$ cat config.mk
export PLATFORM = sky130hd
export DESIGN_NAME = bmlu_top
export DESIGN_NICKNAME = d
export VERILOG_FILES = /design/src/rtl/bmlu_pkg.sv /design/src/rtl/bmlu_maskmod.sv /design/src/rtl/bmlu_logic.sv /design/src/rtl/bmlu_test.sv /design/src/rtl/bmlu_top.sv
export SDC_FILE = /design/constraint.sdc
export NUM_CORES = 1
export LEC_CHECK = 0
export CAP_MARGIN = 20
export CORE_ASPECT_RATIO = 1.1
export CORE_MARGIN = 2
export CORE_UTILIZATION = 45
export CTS_BUF_LIST = sky130_fd_sc_hd__clkbuf_8
export DETAILED_ROUTE_END_ITERATION = 10
export DONT_BUFFER_PORTS = 1
export PLACE_DENSITY = 0.6
export SLEW_MARGIN = 10
export SYNTH_ARGS = -nofsm -noshare
export SYNTH_HDL_FRONTEND = slang
export SYNTH_SLANG_ARGS = --single-unit
$ cat constraint.sdc
create_clock -name clk -period 1.8 [get_ports clk]
set_clock_uncertainty 0.15 [all_clocks]
set_input_delay 0.36 -clock clk [delete_from_list [all_inputs] [get_ports clk]]
set_output_delay 0.36 -clock clk [all_outputs]
set_load 0.01 [all_outputs]
$ cat src/rtl/bmlu_pkg.sv
package bmlu_pkg;

    typedef enum logic [3:0] {
        OP_MSET = 4'd0,
        OP_MCLR = 4'd1,
        OP_MCHG = 4'd2,
        OP_TALL = 4'd3,
        OP_TNONE = 4'd4,
        OP_LAND = 4'd5,
        OP_LOR  = 4'd6,
        OP_LXOR = 4'd7,
        OP_LNOT = 4'd8
    } bm_op_e;

    // selector for the mask-modify datapath
    typedef enum logic [1:0] {
        MK_SET = 2'd0,
        MK_CLR = 2'd1,
        MK_CHG = 2'd2,
        MK_NOP = 2'd3
    } mk_kind_e;

    // selector for the logic datapath
    typedef enum logic [1:0] {
        LG_AND = 2'd0,
        LG_OR  = 2'd1,
        LG_XOR = 2'd2,
        LG_NOT = 2'd3
    } lg_kind_e;

    typedef enum logic [1:0] {
        CL_MOD  = 2'd0,
        CL_LOG  = 2'd1,
        CL_TEST = 2'd2,
        CL_NONE = 2'd3
    } op_class_e;

    function automatic op_class_e op_class(input logic [3:0] op);
        case (op)
            OP_MSET, OP_MCLR, OP_MCHG:           return CL_MOD;
            OP_LAND, OP_LOR, OP_LXOR, OP_LNOT:   return CL_LOG;
            OP_TALL, OP_TNONE:                   return CL_TEST;
            default:                             return CL_NONE;
        endcase
    endfunction

    function automatic mk_kind_e mk_kind(input logic [3:0] op);
        case (op)
            OP_MSET: return MK_SET;
            OP_MCLR: return MK_CLR;
            OP_MCHG: return MK_CHG;
            default: return MK_NOP;
        endcase
    endfunction

    function automatic lg_kind_e lg_kind(input logic [3:0] op);
        case (op)
            OP_LAND: return LG_AND;
            OP_LOR:  return LG_OR;
            OP_LXOR: return LG_XOR;
            default: return LG_NOT;
        endcase
    endfunction

endpackage

$ cat src/rtl/bmlu_maskmod.sv
module bmlu_maskmod
    import bmlu_pkg::*;
#(
    parameter int W = 16
) (
    input  mk_kind_e         kind,
    input  logic [W-1:0]     opnd,
    input  logic [W-1:0]     mask,
    output logic [W-1:0]     res
);

    for (genvar i = 0; i < W; i++) begin : g_bit
        always_comb begin
            case (kind)
                MK_SET:  res[i] = opnd[i] | mask[i];
                MK_CLR:  res[i] = opnd[i] & ~mask[i];
                MK_CHG:  res[i] = opnd[i] ^ mask[i];
                default: res[i] = opnd[i];
            endcase
        end
    end

endmodule

$ cat src/rtl/bmlu_logic.sv
module bmlu_logic
    import bmlu_pkg::*;
#(
    parameter int W = 16
) (
    input  lg_kind_e         kind,
    input  logic [W-1:0]     a,
    input  logic [W-1:0]     b,
    output logic [W-1:0]     y
);

    always_comb begin
        case (kind)
            LG_AND:  y = a & b;
            LG_OR:   y = a | b;
            LG_XOR:  y = a ^ b;
            default: y = ~a;
        endcase
    end

endmodule

$ cat src/rtl/bmlu_test.sv
module bmlu_test #(
    parameter int W = 16
) (
    input  logic [W-1:0] opnd,
    input  logic [W-1:0] mask,
    output logic         all_set,
    output logic         all_clr
);

    // A position passes the set test when it is unselected or holds a one.
    logic [W-1:0] pass_set;
    logic [W-1:0] pass_clr;

    for (genvar i = 0; i < W; i++) begin : g_pos
        assign pass_set[i] = ~mask[i] | opnd[i];
        assign pass_clr[i] = ~mask[i] | ~opnd[i];
    end

    assign all_set = &pass_set;
    assign all_clr = &pass_clr;

endmodule

$ cat src/rtl/bmlu_top.sv
module bmlu_top
    import bmlu_pkg::*;
#(
    parameter int W    = 16,
    parameter int OP_W = 4
) (
    input  logic            clk,
    input  logic            rst_n,
    input  logic            in_valid,
    input  logic [OP_W-1:0] in_op,
    input  logic [W-1:0]    in_opnd,
    input  logic [W-1:0]    in_mask,
    output logic            out_valid,
    output logic [W-1:0]    out_result,
    output logic            out_wr_en,
    output logic            out_t
);

    typedef struct packed {
        logic         valid;
        logic [W-1:0] res;
        logic         wr;
        logic         t;
    } st_t;

    st_t st_d, st_q;

    logic [3:0]   op4;
    logic [W-1:0] mod_res;
    logic [W-1:0] log_res;
    logic         t_set;
    logic         t_clr;

    assign op4 = 4'(in_op);

    bmlu_maskmod #(.W(W)) u_mod (
        .kind (mk_kind(op4)),
        .opnd (in_opnd),
        .mask (in_mask),
        .res  (mod_res)
    );

    bmlu_logic #(.W(W)) u_log (
        .kind (lg_kind(op4)),
        .a    (in_opnd),
        .b    (in_mask),
        .y    (log_res)
    );

    bmlu_test #(.W(W)) u_tst (
        .opnd    (in_opnd),
        .mask    (in_mask),
        .all_set (t_set),
        .all_clr (t_clr)
    );

    always_comb begin
        st_d       = st_q;
        st_d.valid = in_valid;
        st_d.wr    = 1'b0;
        if (in_valid) begin
            case (op_class(op4))
                CL_MOD: begin
                    st_d.res = mod_res;
                    st_d.wr  = 1'b1;
                end
                CL_LOG: begin
                    st_d.res = log_res;
                    st_d.wr  = 1'b1;
                end
                CL_TEST: begin
                    st_d.res = in_opnd;
                    st_d.t   = (op4 == OP_TALL) ? t_set : t_clr;
                end
                default: begin
                    st_d.res = in_opnd;
                end
            endcase
        end
    end

    always_ff @(posedge clk) begin
        if (!rst_n) begin
            st_q <= '0;
        end else begin
            st_q <= st_d;
        end
    end

    assign out_valid  = st_q.valid;
    assign out_result = st_q.res;
    assign out_wr_en  = st_q.wr;
    assign out_t      = st_q.t;

endmodule

==> impl_metrics.toml <==
[status]
outcome = "finished clean"

[route]
dr.pass1.iters = 4
post_drt_wl_per_cell_um = 16.8
viasPerCell = 5.61
topRoutingLayerUsed = "met4"
postRouteAntennaNets = 0
remaining_drc_errors = 0
wl_met3_um = 508
m1WireLength_um = 3250
drt_iter0_markers = 113
drt_wl_total_um = 7420
wl_met2_um = 3510
vias = 2474

[timing]
slew_viol_final = 0
tightest_slew_ps = 524
hold_violations = 0
fmax_ghz = 0.634
setup_violations = 0
fin_crit_sh = 0.877
whs_ps = 74.5
rsz0062_at_grt = "no"
setup_tns_ps = 0
relSlewSlack = 0.650
period_minus_slack_ps = 1580

[floorplan]
initial_utilization = 0.457
dieWidth_um = 78.9
die_height_um = 86.4
ios = 58
coreArea_um2 = 6080
placementRows = 30
dieArea_um2 = 6820

[global_route]
gr-total-overflow = 0
antenna_found_initial = 0
grt_usage = 0.221
grt_start_max_net_pins = 62
grt_pass1_wl_um = 11900
grt_pass1_vias = 2436

[cells_and_area]
nNetsFinal = 465
finish.instance_area_um2 = 2880
drive_above_1_share = 0.0776
area_delta_synth_final_pct = 3.78
mostFrequentLayoutCell = "ha_1"
fin_cells = 441
num_antenna_cells = 0
final_cell_mix = "ha_1, inv_1, o21ai_0"
final_core_util = 0.474

[synthesis]
syn_area_um2 = 2780
synth.distinct_cells = 43
avgSynthCellArea_um2 = 7.51
yosys.area.top_type = "ha_1"
synth_edf_count = 0
synth.top_cell.area_share = 0.288
syn-num-nets = 473
ys_seq_elements = 19
synthArstFlopShare = 0
synth_warnings = 0
seq_area_frac_synth = 0.137
postSynthCellCount = 370
ys.flop_type = "dfxtp_1"
synth_top_cells_by_area = "ha_1, dfxtp_1, o21ai_0, inv_1, mux2i_1"

[worst_setup_path]
crit_arrival_ps = 1580
crit_required_ps = 1800
crit_type = "input port to register"
end_kind = "register"
critPathMaxFanout = 5
startpoint_type = "input port"

[placement]
io_buffers = 0
gp_congestion = 0.820
placed_cells = 437
dp_hpwl_um = 5290
placed_cell_area_um2 = 2840

[power_and_ir_drop]
ir_worst_vdd_mv = 0.264
netSwitchingPower_uw = 419
power.leakage_uw = 0.00139
p_int_uw = 791
comb_power_share = 0.328
swShare = 0.346
p_seq_frac = 0.404
powerDensity_nw_per_um2 = 420
clkPwrFrac = 0.269

[cts]
hold_buffers = 0
cts_resized = 0
clock_latency_ps = 260
root_buffer = "clkbuf_8"
cts_buffer_depth = 2
clkTransAtPathRegs_ps = 80
cts-buffers-inserted = 3
postCtsSetupBuffers = 0
cts_max_level = 1
cts_tree = "yes"
numClockSinks = 19

[hold_path]
worstHoldPathType = "input port to register"

[job]
maxCapViolations = 0
## worst max-delay path, stage by stage
cell,delay [ps]
inv_1,30
ha_1,300
and3_1,140
or4_1,500
a21oi_1,160
a31oi_1,90
## cell type report
cell class | count | area (um^2)
inverters | 34 | 128
repair buffers | 11 | 82.6
multi-input cells | 293 | 2150
flip-flops and latches | 19 | 380
clock buffers | 3 | 41.3
clock inverters | 1 | 5.00
well taps | 80 | 100
fillers | 636 | 3200
## stage by stage
| stage | setup slack, ps | power, uW |
|---|---|---|
| 2_1_floorplan | 21.1 | 833 |
| 3_3_place_gp | -15.6 | 886 |
| 3_5_place_dp | -51.7 | 895 |
| 4_1_cts | 220 | 1220 |
| 5_1_grt | 143 | 1300 |
| 6_report | 222 | 1210 |
## Yosys cell counts, types with 3 or more instances
library cell / number
nand3b_1: 3
a21oi_1: 19
and2_0: 9
o21ai_0: 34
nand2b_1: 3
buf_6: 3
nand2_1: 30
mux2i_1: 12
o22ai_1: 14
dfxtp_1: 19
clkbuf_1: 10
o21ai_1: 7
or2_2: 10
or2_1: 4
inv_1: 34
and2_1: 6
a31oi_1: 18
o31ai_1: 12
nor4_1: 8
nor2_1: 16
buf_2: 9
ha_1: 64
## per-layer routing
metal  GRT usage  vias up
met2       0.375       76
li1            -     1266
met3      0.0396       14
met1       0.280     1118
met4      0.0799        0
met5           0        -
## sequential cells by signal (all words and copies together) (netlist names)
register	cells
out_result	16
out_valid	1
out_wr_en	1
out_t	1
## final timing paths
check,startpoint,to,slack [ps],depth (start not counted)
setup / recovery,in_opnd[0],out_result[0],220,6
hold / removal,rst_n,out_result[0],70,2
setup reg to reg,out_result[2],out_result[2],940,2
hold reg to reg,out_result[11],out_result[11],420,2
## cells by family (layout without fill, tap and decap cells)
family | after synthesis | count (layout) | share of synthesized area
AO/OA/AOI/OAI | 110 | 110 | 0.231
XOR/XNOR | 1 | 1 | 0.00315
adder cells (fa/ha/maj) | 64 | 64 | 0.288
buffers and inverters | 58 | 49 | 0.0905
flip-flops | 19 | 19 | 0.137
multiplexers | 13 | 13 | 0.0473
AND/OR/NAND/NOR | 105 | 105 | 0.203
## power groups by stage
stage | logic (uW) | registers (uW) | clock network (uW)
floorplan | 341 | 492 | 0
global placement | 388 | 499 | 0
detailed placement | 395 | 499 | 0
CTS | 398 | 489 | 331
global route | 455 | 493 | 351
finish | 397 | 488 | 325
No activity file was read; power rests on OpenSTA's default activity.
